**src/rtl/irqv_pkg.sv**
```systemverilog
package irqv_pkg;
   localparam int unsigned IRQV_AW_DEF    = 11;
   localparam int unsigned IRQV_DEPTH_DEF = 3;
   localparam int unsigned IRQV_LOW_DEF   = 2;

   typedef enum logic [1:0] {
      STK_HOLD = 2'd0,
      STK_PUSH = 2'd1,
      STK_POP  = 2'd2
   } stk_op_e;
endpackage

```
**src/rtl/irqv_qual.sv**
```systemverilog
module irqv_qual #(
   parameter int unsigned LOW_CYC = 2
) (
   input  logic clk,
   input  logic rst_n,
   input  logic stb,
   input  logic line_n,
   output logic qual
);
   generate
      if (LOW_CYC <= 8) begin : g_shift
         localparam int unsigned HW = LOW_CYC + 1;
         localparam logic [HW-1:0] PATTERN = {1'b1, {LOW_CYC{1'b0}}};
         logic [HW-1:0] hist_q;
         logic [HW-1:0] hist_nxt;

         assign hist_nxt = {hist_q[HW-2:0], line_n};
         assign qual     = stb && (hist_nxt == PATTERN);

         always_ff @(posedge clk) begin
            if (!rst_n)   hist_q <= '0;
            else if (stb) hist_q <= hist_nxt;
         end
      end else begin : g_count
         localparam int unsigned CW = $clog2(LOW_CYC + 1);
         localparam logic [CW-1:0] LAST = CW'(LOW_CYC - 1);
         logic          armed_q;
         logic [CW-1:0] run_q;

         assign qual = stb && !line_n && armed_q && (run_q == LAST);

         always_ff @(posedge clk) begin
            if (!rst_n) begin
               armed_q <= 1'b0;
               run_q   <= '0;
            end else if (stb) begin
               if (line_n) begin
                  armed_q <= 1'b1;
                  run_q   <= '0;
               end else if (armed_q) begin
                  if (run_q == LAST) armed_q <= 1'b0;
                  run_q <= run_q + 1'b1;
               end
            end
         end
      end
   endgenerate
endmodule

```
**src/rtl/irqv_accept.sv**
```systemverilog
module irqv_accept (
   input  logic clk,
   input  logic rst_n,
   input  logic stb,
   input  logic done,
   input  logic chain,
   input  logic push,
   input  logic pop,
   input  logic en,
   input  logic qual,
   output logic acc,
   output logic req_q
);
   logic boundary;

   assign boundary = stb && done && !chain && !push && !pop;
   assign acc      = boundary && en && req_q;

   always_ff @(posedge clk) begin
      if (!rst_n)   req_q <= 1'b0;
      else if (stb) req_q <= qual | (req_q & ~acc);
   end
endmodule

```
**src/rtl/irqv_stack.sv**
```systemverilog
module irqv_stack
   import irqv_pkg::*;
#(
   parameter int unsigned AW    = 11,
   parameter int unsigned DEPTH = 3
) (
   input  logic          clk,
   input  logic          rst_n,
   input  stk_op_e       op,
   input  logic [AW-1:0] wr_addr,
   input  logic          wr_skip,
   output logic [AW-1:0] top_addr,
   output logic          top_skip
);
   logic [DEPTH-1:0][AW-1:0] addr_q;
   logic [DEPTH-1:0]         skip_q;

   generate
      for (genvar i = 0; i < DEPTH; i++) begin : g_lvl
         logic [AW-1:0] push_a, pop_a;
         logic          push_s, pop_s;

         if (i == 0) begin : g_top
            assign push_a = wr_addr;
            assign push_s = wr_skip;
         end else begin : g_mid
            assign push_a = addr_q[i-1];
            assign push_s = skip_q[i-1];
         end

         if (i == DEPTH - 1) begin : g_bot
            assign pop_a = '0;
            assign pop_s = 1'b0;
         end else begin : g_up
            assign pop_a = addr_q[i+1];
            assign pop_s = skip_q[i+1];
         end

         always_ff @(posedge clk) begin
            if (!rst_n) begin
               addr_q[i] <= '0;
               skip_q[i] <= 1'b0;
            end else begin
               case (op)
                  STK_PUSH: begin
                     addr_q[i] <= push_a;
                     skip_q[i] <= push_s;
                  end
                  STK_POP: begin
                     addr_q[i] <= pop_a;
                     skip_q[i] <= pop_s;
                  end
                  default: ;
               endcase
            end
         end
      end
   endgenerate

   assign top_addr = addr_q[0];
   assign top_skip = skip_q[0];
endmodule

```
**src/rtl/irq_vector_stack.sv**
```systemverilog
module irq_vector_stack
   import irqv_pkg::*;
#(
   parameter int unsigned   AW       = IRQV_AW_DEF,
   parameter int unsigned   DEPTH    = IRQV_DEPTH_DEF,
   parameter int unsigned   LOW_CYC  = IRQV_LOW_DEF,
   parameter logic [AW-1:0] VEC_ADDR = AW'(8'hFF)
) (
   input  logic          clk,
   input  logic          rst_n,
   input  logic          cyc_stb,
   input  logic          irq_n,
   input  logic          ins_done,
   input  logic          chain_op,
   input  logic          push_req,
   input  logic          pop_req,
   input  logic          ien,
   input  logic [AW-1:0] pc_inc,
   input  logic          skip_pend,
   output logic          take_vec,
   output logic          ien_clr,
   output logic          pc_load,
   output logic [AW-1:0] pc_next,
   output logic          skip_restore
);
   generate
      if (AW < 2)      begin : g_bad_aw    $error("AW must be at least 2");      end
      if (DEPTH < 1)   begin : g_bad_depth $error("DEPTH must be at least 1");   end
      if (LOW_CYC < 1) begin : g_bad_low   $error("LOW_CYC must be at least 1"); end
   endgenerate

   logic          qual;
   logic          acc;
   logic          req_q;
   logic          pop_go;
   logic          push_go;
   stk_op_e       op;
   logic [AW-1:0] top_addr;
   logic          top_skip;

   irqv_qual #(.LOW_CYC(LOW_CYC)) u_qual (
      .clk    (clk),
      .rst_n  (rst_n),
      .stb    (cyc_stb),
      .line_n (irq_n),
      .qual   (qual)
   );

   irqv_accept u_acc (
      .clk   (clk),
      .rst_n (rst_n),
      .stb   (cyc_stb),
      .done  (ins_done),
      .chain (chain_op),
      .push  (push_req),
      .pop   (pop_req),
      .en    (ien),
      .qual  (qual),
      .acc   (acc),
      .req_q (req_q)
   );

   assign pop_go  = cyc_stb && pop_req;
   assign push_go = cyc_stb && push_req && !pop_req;

   always_comb begin
      if (pop_go)                op = STK_POP;
      else if (push_go || acc)   op = STK_PUSH;
      else                       op = STK_HOLD;
   end

   irqv_stack #(.AW(AW), .DEPTH(DEPTH)) u_stk (
      .clk      (clk),
      .rst_n    (rst_n),
      .op       (op),
      .wr_addr  (pc_inc),
      .wr_skip  (skip_pend),
      .top_addr (top_addr),
      .top_skip (top_skip)
   );

   assign take_vec     = acc;
   assign ien_clr      = acc;
   assign pc_load      = acc || pop_go;
   assign pc_next      = acc ? VEC_ADDR : (pop_go ? top_addr : '0);
   assign skip_restore = pop_go && top_skip;
endmodule

```
**config.mk**
```make
export PLATFORM = sky130hd
export DESIGN_NAME = irq_vector_stack
export DESIGN_NICKNAME = d
export VERILOG_FILES = /design/src/rtl/irqv_pkg.sv /design/src/rtl/irqv_qual.sv /design/src/rtl/irqv_accept.sv /design/src/rtl/irqv_stack.sv /design/src/rtl/irq_vector_stack.sv
export SDC_FILE = /design/constraint.sdc
export NUM_CORES = 1
export LEC_CHECK = 0
export CAP_MARGIN = 0
export CORE_UTILIZATION = 55
export DETAILED_ROUTE_END_ITERATION = 10
export DONT_BUFFER_PORTS = 1
export PLACE_DENSITY_LB_ADDON = 0.12
export SKIP_CTS_REPAIR_TIMING = 1
export SLEW_MARGIN = 20
export SYNTH_ARGS = -nofsm -noshare
export SYNTH_HDL_FRONTEND = slang
export SYNTH_SLANG_ARGS = --single-unit
```
**constraint.sdc**
```tcl
create_clock -name clk -period 1.7 [get_ports clk]
set_clock_uncertainty 0.1 [all_clocks]
set_input_delay 0.17 -clock clk [delete_from_list [all_inputs] [get_ports clk]]
set_output_delay 0.17 -clock clk [all_outputs]
set_load 0.05 [all_outputs]
```
==> qor.csv, run 1 <==
stage;metric;value;unit
run_status;status;complete, but fails checks;
run_status;violated checks;hold timing;
global_route;vias in the first global route;1588;
worst_setup_path;crit end category;primary output;
worst_setup_path;WP depth;4;
timing;Setup Viol. Count Final;0;
power_and_ir_drop;Pleak;0.980;nW
job;MaxCap Viol Count;0;
timing;Pins Over Slew Limit;0;
timing;Slew headroom;63.6;%
final_layout;Fillers;280;
timing;RSZ-0062 raised after global routing;false;
power_and_ir_drop;PD cells;753;nW/µm²
synth;Avg Cell Area, Syn;9.29;µm²
drt;total routed wirelength;4.88;mm
floorplan;Rows;21;
worst_setup_path;crit-path max FO;5;
final_layout;share of post-route cells with drive strength above 1;14.8;%
power_and_ir_drop;Worst VDD drop;0.456;mV
hold_path;Hold Path Cell Cnt;2;
synth;Synth top cells by count;a211oi_1 (48), nand2_1 (43), dfxtp_1 (39), mux2i_1 (38), clkbuf_1 (8);
synth;sequential share of the synthesized area;40.4;%
drt;Initial DRC Count;67;
synth;Seq cells post-synth;39;
final_layout;nets@finish;250;
clocking;htree depth;2;
drt;Vias;1657;
timing;setup_tns;0;ns
worst_setup_path;Max stage delay on crit path;0.35;ns
power_and_ir_drop;switching power total;0.516;mW
clocking;clock sink count;39;
clocking;clock-pin slew on the worst setup and hold paths;0.10;ns
drt;drt drc;0;
placement;DP Wirelength;3.07;mm
worst_setup_path;Setup CP Type;flop to primary output;
worst_setup_path;Bufs and invs on worst path;1;
worst_setup_path;largest delay contributor family on the critical path;simple AND/OR/NAND/NOR gates;
synth;ys flop type;dfxtp_1;
clocking;TritonCTS clock tree;yes;
timing;fmax;614;MHz
timing;Hold Fails Final Rpt;2;
floorplan;core area;3360;µm²
worst_setup_path;R2R depth;4;
timing;WHS;-0.0282;ns
hold_path;Hold Path Class;primary input to flop;
global_route;GRT Util Overall;27.0;%
drt;drt wl/cell;17.7;µm
timing;post-layout min period;1.63;ns
clocking;Max Root-Sink Buffers;2;
clocking;clk_lat worst skew;0.35;ns
power_and_ir_drop;sequential share of power;56.2;%
floorplan;initial cell density of the core;57.5;%
synth;Post-Synthesis Net Count;229;
floorplan;Die Wd;61.3;µm
synth;Area contributors post-synth;dfxtp_1 (40%), mux2i_1 (20%), a211oi_1 (19%);
floorplan;I/O pins;36;
synth;fraction of registers with async set/reset;0;%
synth;Synth cell types;22;
placement;port buffer count;0;
timing;measured slew at the worst slew-check pin;0.544;ns
placement;# placed instances;255;
drt;vias per cell;6.00;
power_and_ir_drop;clock share of power;25.2;%
global_route;first-pass GRT wire length;7.30;mm
power_and_ir_drop;Power Internal;1.28;mW
power_and_ir_drop;combinational fraction of design power;18.6;%
synth;Post-synth EDFFs;0;
clocking;CTS buffer count;5;
worst_setup_path;Arrival @ worst endpoint;1.36;ns
final_layout;antenna cells;0;
worst_setup_path;crit-path cells;and3_4, nand2_2, nand2_1, buf_12;
global_route;initial antenna violation count;0;
synth;Mapped Cells;208;
global_route;GR Overflow Total;0;
timing;Tcrit/Tclk final;95.8;%
drt;first-pass detailed-route iteration total;4;
worst_setup_path;startpoint types;flop;
worst_setup_path;Critical-path top delay cell;dfxtp_1;
synth;Syn. warnings;0;
synth;Synth top area share;40.4;%
placement;GPL Wtd Cong;0.792;
worst_setup_path;required time of the worst setup path;1.43;ns
power_and_ir_drop;switching share of total power;28.7;%
synth;top-count cell post-synth;a211oi_1;
clocking;clk root buf;clkbuf_4;
floorplan;Die Area;3760;µm²
synth;Synth area leader;dfxtp_1;
final_layout;fin cells;276;
synth;Syn Std Cell Area;1930;µm²
drt;Post-DRT Antenna Nets;0;
floorplan;die height;61.3;µm
final_layout;area grow syn2layout;23.4;%
global_route;largest net degree at the start of global routing;37;
## power by group through the flow
| stage | registers [mW] | logic, mW | clock network, mW |
|---|---|---|---|
| floorplan | 1.02 | 0.237 | 0 |
| global placement | 1.02 | 0.290 | 0 |
| detailed placement | 1.03 | 0.304 | 0 |
| CTS | 1.01 | 0.305 | 0.462 |
| global route | 1.02 | 0.360 | 0.499 |
| finish | 1.01 | 0.334 | 0.454 |
## worst paths after layout
check | start | end | slack, ns
setup / recovery | u_acc.req_q$_SDFFE_PN0P_ | pc_next[6] | 0.07
hold / removal | skip_pend | u_stk.top_skip$_SDFFE_PN0P_ | -0.03
setup reg to reg | u_acc.req_q$_SDFFE_PN0P_ | u_acc.req_q$_SDFFE_PN0P_ | 0.29
hold reg to reg | u_stk.g_lvl[1].pop_a[9]$_SDFFE_PN0P_ | u_stk.g_lvl[1].pop_a[9]$_SDFFE_PN0P_ | 0.37
## metal layers
metal	global-route usage [%]	routed length, µm
met5	0	0
met4	13.0	76
met3	5.25	210
met2	47.4	2510
met1	31.5	2090
## flip-flops by register name, summed over array words and instances, names as in the netlist
| register | count |
|---|---|
| u_qual.g_shift.hist_q | 2 |
| u_acc.req_q | 1 |
| u_stk.top_skip | 1 |
| u_stk.top_addr | 11 |
| u_stk.g_lvl.pop_a | 22 |
| u_stk.g_lvl.pop_s | 2 |
## logic make-up (layout without fill, tap and decap cells)
family / after synthesis / in the layout / synth area share [%]
AO/OA/AOI/OAI: 53 / 53 / 20.5
buffers and inverters: 24 / 45 / 7.05
flip-flops: 39 / 39 / 40.4
multiplexers: 38 / 38 / 19.7
AND/OR/NAND/NOR: 54 / 55 / 12.4
## placed cells by master, fill, tap and decap left out, drive strengths merged
cell type / count
and3: 5
inv: 1
buf: 22
nor4b: 1
o21a: 1
nand2: 44
a21o: 1
dlygate4sd3: 12
dfxtp: 39
clkinvlp: 1
a21oi: 1
nor2: 3
a21boi: 1
nand3: 1
clkinv: 2
a211oi: 48
mux2i: 38
a31o: 1
clkbuf: 7
and2: 1
## cell type report
class	instances	area [µm²]	area share, %
Clock inverter	1	5.00	0.210
Sequential cell	39	781	32.7
Tap cell	46	57.6	2.41
Timing Repair Buffer	34	448	18.8
Clock buffer	7	45.0	1.89
Inverter	3	15.0	0.629
Multi-Input combinational cell	146	1030	43.4
## through the flow
stage                     cell area (µm²)  util (%)  setup WS, ns  hold slack, ns  total power, mW
after floorplan                      1950         -       0.00757           0.216             1.25
after global placement               2200      65.6         0.383           0.220             1.31
after detailed placement             2200      65.6         0.288           0.228             1.33
after CTS                            2250      67.0      -0.00660          -0.152             1.78
after global routing                 2390      70.9        0.0155         0.00878             1.87
final                                2390      70.9        0.0710         -0.0282             1.80
Power figures use the tool's default switching activity.
==> run 2, diff against run 1 <==
- ABC_CLOCK_PERIOD_IN_PS: not set -> 1600
- clock period: 1.7 -> 1.6 ns (I/O delays scaled with it)
==> qor.csv, run 2 (synthesis gave the netlist of run 1 again) <==
stage;metric;value;unit;change
final_layout;area grow syn2layout;28.4;%;
worst_setup_path;Worst R2R Setup Slack;0.15;ns;-0.14 ns
global_route;GR met2 Demand/Resource;46.0;%;-1.4 points
final_layout;most frequent cells in the layout;a211oi_1 (48), mux2i_1 (38), dfxtp_1 (38), nand2_1 (35), dlygate4sd3_1 (16);;
timing;worst setup margin;0.0297;ns;-0.0413 ns
final_layout;area taken by multi-input logic gates;1070;µm²;+3.5%
global_route;vias in the first global route;1518;;-4.4%
clocking;clock sink count;39;;unchanged
placement;# placed instances;255;;unchanged
floorplan;die height;61.3;µm;unchanged
worst_setup_path;Max stage delay on crit path;0.34;ns;about the same
floorplan;Die Wd;61.3;µm;unchanged
worst_setup_path;crit end category;primary output;;
global_route;GRT Util Overall;27.6;%;+0.59 points
floorplan;Rows;21;;unchanged
timing;RSZ-0062 raised after global routing;true;;
timing;fmax;637;MHz;
floorplan;initial cell density of the core;57.5;%;unchanged
placement;Post-Place Worst Slack;0.205;ns;-0.0823 ns
clocking;CTS buffer count;5;;unchanged
timing;measured slew at the worst slew-check pin;0.672;ns;+0.128 ns
final_layout;Seq. cell area;782;µm²;+0.16%
hold_path;Hold Path Class;primary input to flop;;
global_route;GR Overflow Total;0;;unchanged
worst_setup_path;R2R depth;4;;unchanged
timing;Setup Viol. Count Final;0;;unchanged
timing;Pins Over Slew Limit;0;;unchanged
global_route;first-pass GRT wire length;7.36;mm;+0.75%
floorplan;core area;3360;µm²;unchanged
clocking;clk_lat worst skew;0.36;ns;about the same
power_and_ir_drop;PD cells;852;nW/µm²;+13%
timing;Hold Fails Final Rpt;0;;-2
worst_setup_path;crit-path cells;and3_4, nand2_8, clkinvlp_4, buf_12;;
worst_setup_path;startpoint types;flop;;
drt;drt drc;0;;unchanged
final_layout;fin cells;280;;+1.4%
hold_path;worst min-delay path startpoint;rst_n;;
worst_setup_path;Setup CP Type;flop to primary output;;
timing;post-layout min period;1.57;ns;
clocking;Max Root-Sink Buffers;2;;unchanged
drt;Initial DRC Count;81;;+21%
drt;drt wl/cell;17.7;µm;about the same
power_and_ir_drop;Power Total;2.11;mW;+18%
worst_setup_path;crit-path max FO;5;;unchanged
worst_setup_path;r2r startpoint;u_acc.req_q$_SDFFE_PN0P_;;
global_route;GR Layer Usage met3;6.93;%;+1.7 points
floorplan;I/O pins;36;;unchanged
drt;vias per cell;6.06;;+0.89%
drt;total routed wirelength;4.96;mm;+1.5%
clocking;htree depth;2;;unchanged
global_route;initial antenna violation count;0;;unchanged
placement;port buffer count;0;;unchanged
worst_setup_path;Arrival @ worst endpoint;1.31;ns;-0.05 ns
final_layout;Fillers;279;;-0.36%
worst_setup_path;Critical-path top delay cell;dfxtp_2;;
hold_path;Hold Crit Endpoint;u_stk.top_addr[6]$_SDFFE_PN0P_;;
placement;GPL Wtd Cong;0.801;;+1.1%
power_and_ir_drop;Pleak;1.00;nW;+2.2%
drt;Post-DRT Antenna Nets;0;;unchanged
hold_path;Hold Path Cell Cnt;3;;+1
worst_setup_path;R2R Path End;u_stk.g_lvl[0].pop_s$_SDFFE_PN0P_;;
floorplan;Die Area;3760;µm²;unchanged
timing;Tcrit/Tclk final;98.1;%;
global_route;largest net degree at the start of global routing;26;;-30%
final_layout;antenna cells;0;;unchanged
drt;first-pass detailed-route iteration total;4;;unchanged
global_route;grt peak-use layer;met2;;
clocking;clock-pin slew on the worst setup and hold paths;0.13;ns;+0.03 ns
power_and_ir_drop;Worst VDD drop;0.546;mV;+20%
global_route;grt met1 use;34.2;%;+2.7 points
final_layout;commonest non-fill, non-tap cell in the layout;a211oi_1;;
job;MaxCap Viol Count;0;;unchanged
final_layout;nets@finish;254;;+1.6%
placement;DP Wirelength;2.95;mm;-4.0%
worst_setup_path;required time of the worst setup path;1.34;ns;-0.09 ns
timing;Slew headroom;55.0;%;-8.6 points
final_layout;share of post-route cells with drive strength above 1;18.8;%;+4.0 points
clocking;clk root buf;clkbuf_4;;
final_layout;max reg flops;22;;unchanged
run_status;status;finished clean;;
clocking;TritonCTS clock tree;yes;;
drt;Vias;1696;;+2.4%
-- run 2: power by group --
group | total, mW | internal (mW) | switching, mW
logic | 0.367 | 0.169 | 0.198
clock network | 0.674 | 0.329 | 0.345
registers | 1.07 | 1.03 | 0.0459
-- run 2: final cells by class --
class	count	share of cell area (%)
well taps	46	2.32
flip-flops and latches	39	31.5
inverters	3	0.605
multi-input cells	146	43.1
clock inverters	3	1.76
repair buffers	38	19.2
clock buffers	5	1.51
-- run 2: layer usage --
| metal | routed length, µm | vias to the layer above |
|---|---|---|
| li1 | - | 814 |
| met1 | 2050 | 810 |
| met2 | 2500 | 61 |
| met3 | 313 | 11 |
| met4 | 86 | 0 |
| met5 | 0 | - |
-- run 2: worst max path at each step --
stage,start,to,slack [ns],cells past startpoint
6_report,u_acc.req_q$_SDFFE_PN0P_,take_vec,0.03,4
5_1_grt,u_acc.req_q$_SDFFE_PN0P_,take_vec,-0.03,4
4_1_cts,u_acc.req_q$_SDFFE_PN0P_,pc_next[1],-0.04,4
3_3_place_gp,push_req,u_stk.g_lvl[1].pop_s$_SDFFE_PN0P_,0.27,4
3_5_place_dp,u_acc.req_q$_SDFFE_PN0P_,u_stk.g_lvl[0].pop_a[8]$_SDFFE_PN0P_,0.21,4
2_1_floorplan,pop_req,take_vec,-0.03,6
-- run 2: metrics by stage --
| stage | cell area (µm²) | TNS (ns) | util [%] | hold WS [ns] |
|---|---|---|---|---|
| 4_1_cts | 2270 | -0.210 | 67.6 | -0.182 |
| 3_3_place_gp | 2190 | 0 | 65.2 | 0.209 |
| 6_report | 2480 | 0 | 73.8 | 0.00982 |
| 2_1_floorplan | 1970 | -0.0338 | - | 0.206 |
| 3_5_place_dp | 2190 | 0 | 65.2 | 0.218 |
| 5_1_grt | 2480 | -0.246 | 73.8 | 0.00873 |
-- run 2: worst max-delay path: cells and delay by family (launching register included) --
family                 cells  cell delay, ns
DFF                        1            0.34
and+or+nand+nor            2            0.34
buffers and inverters      2            0.28
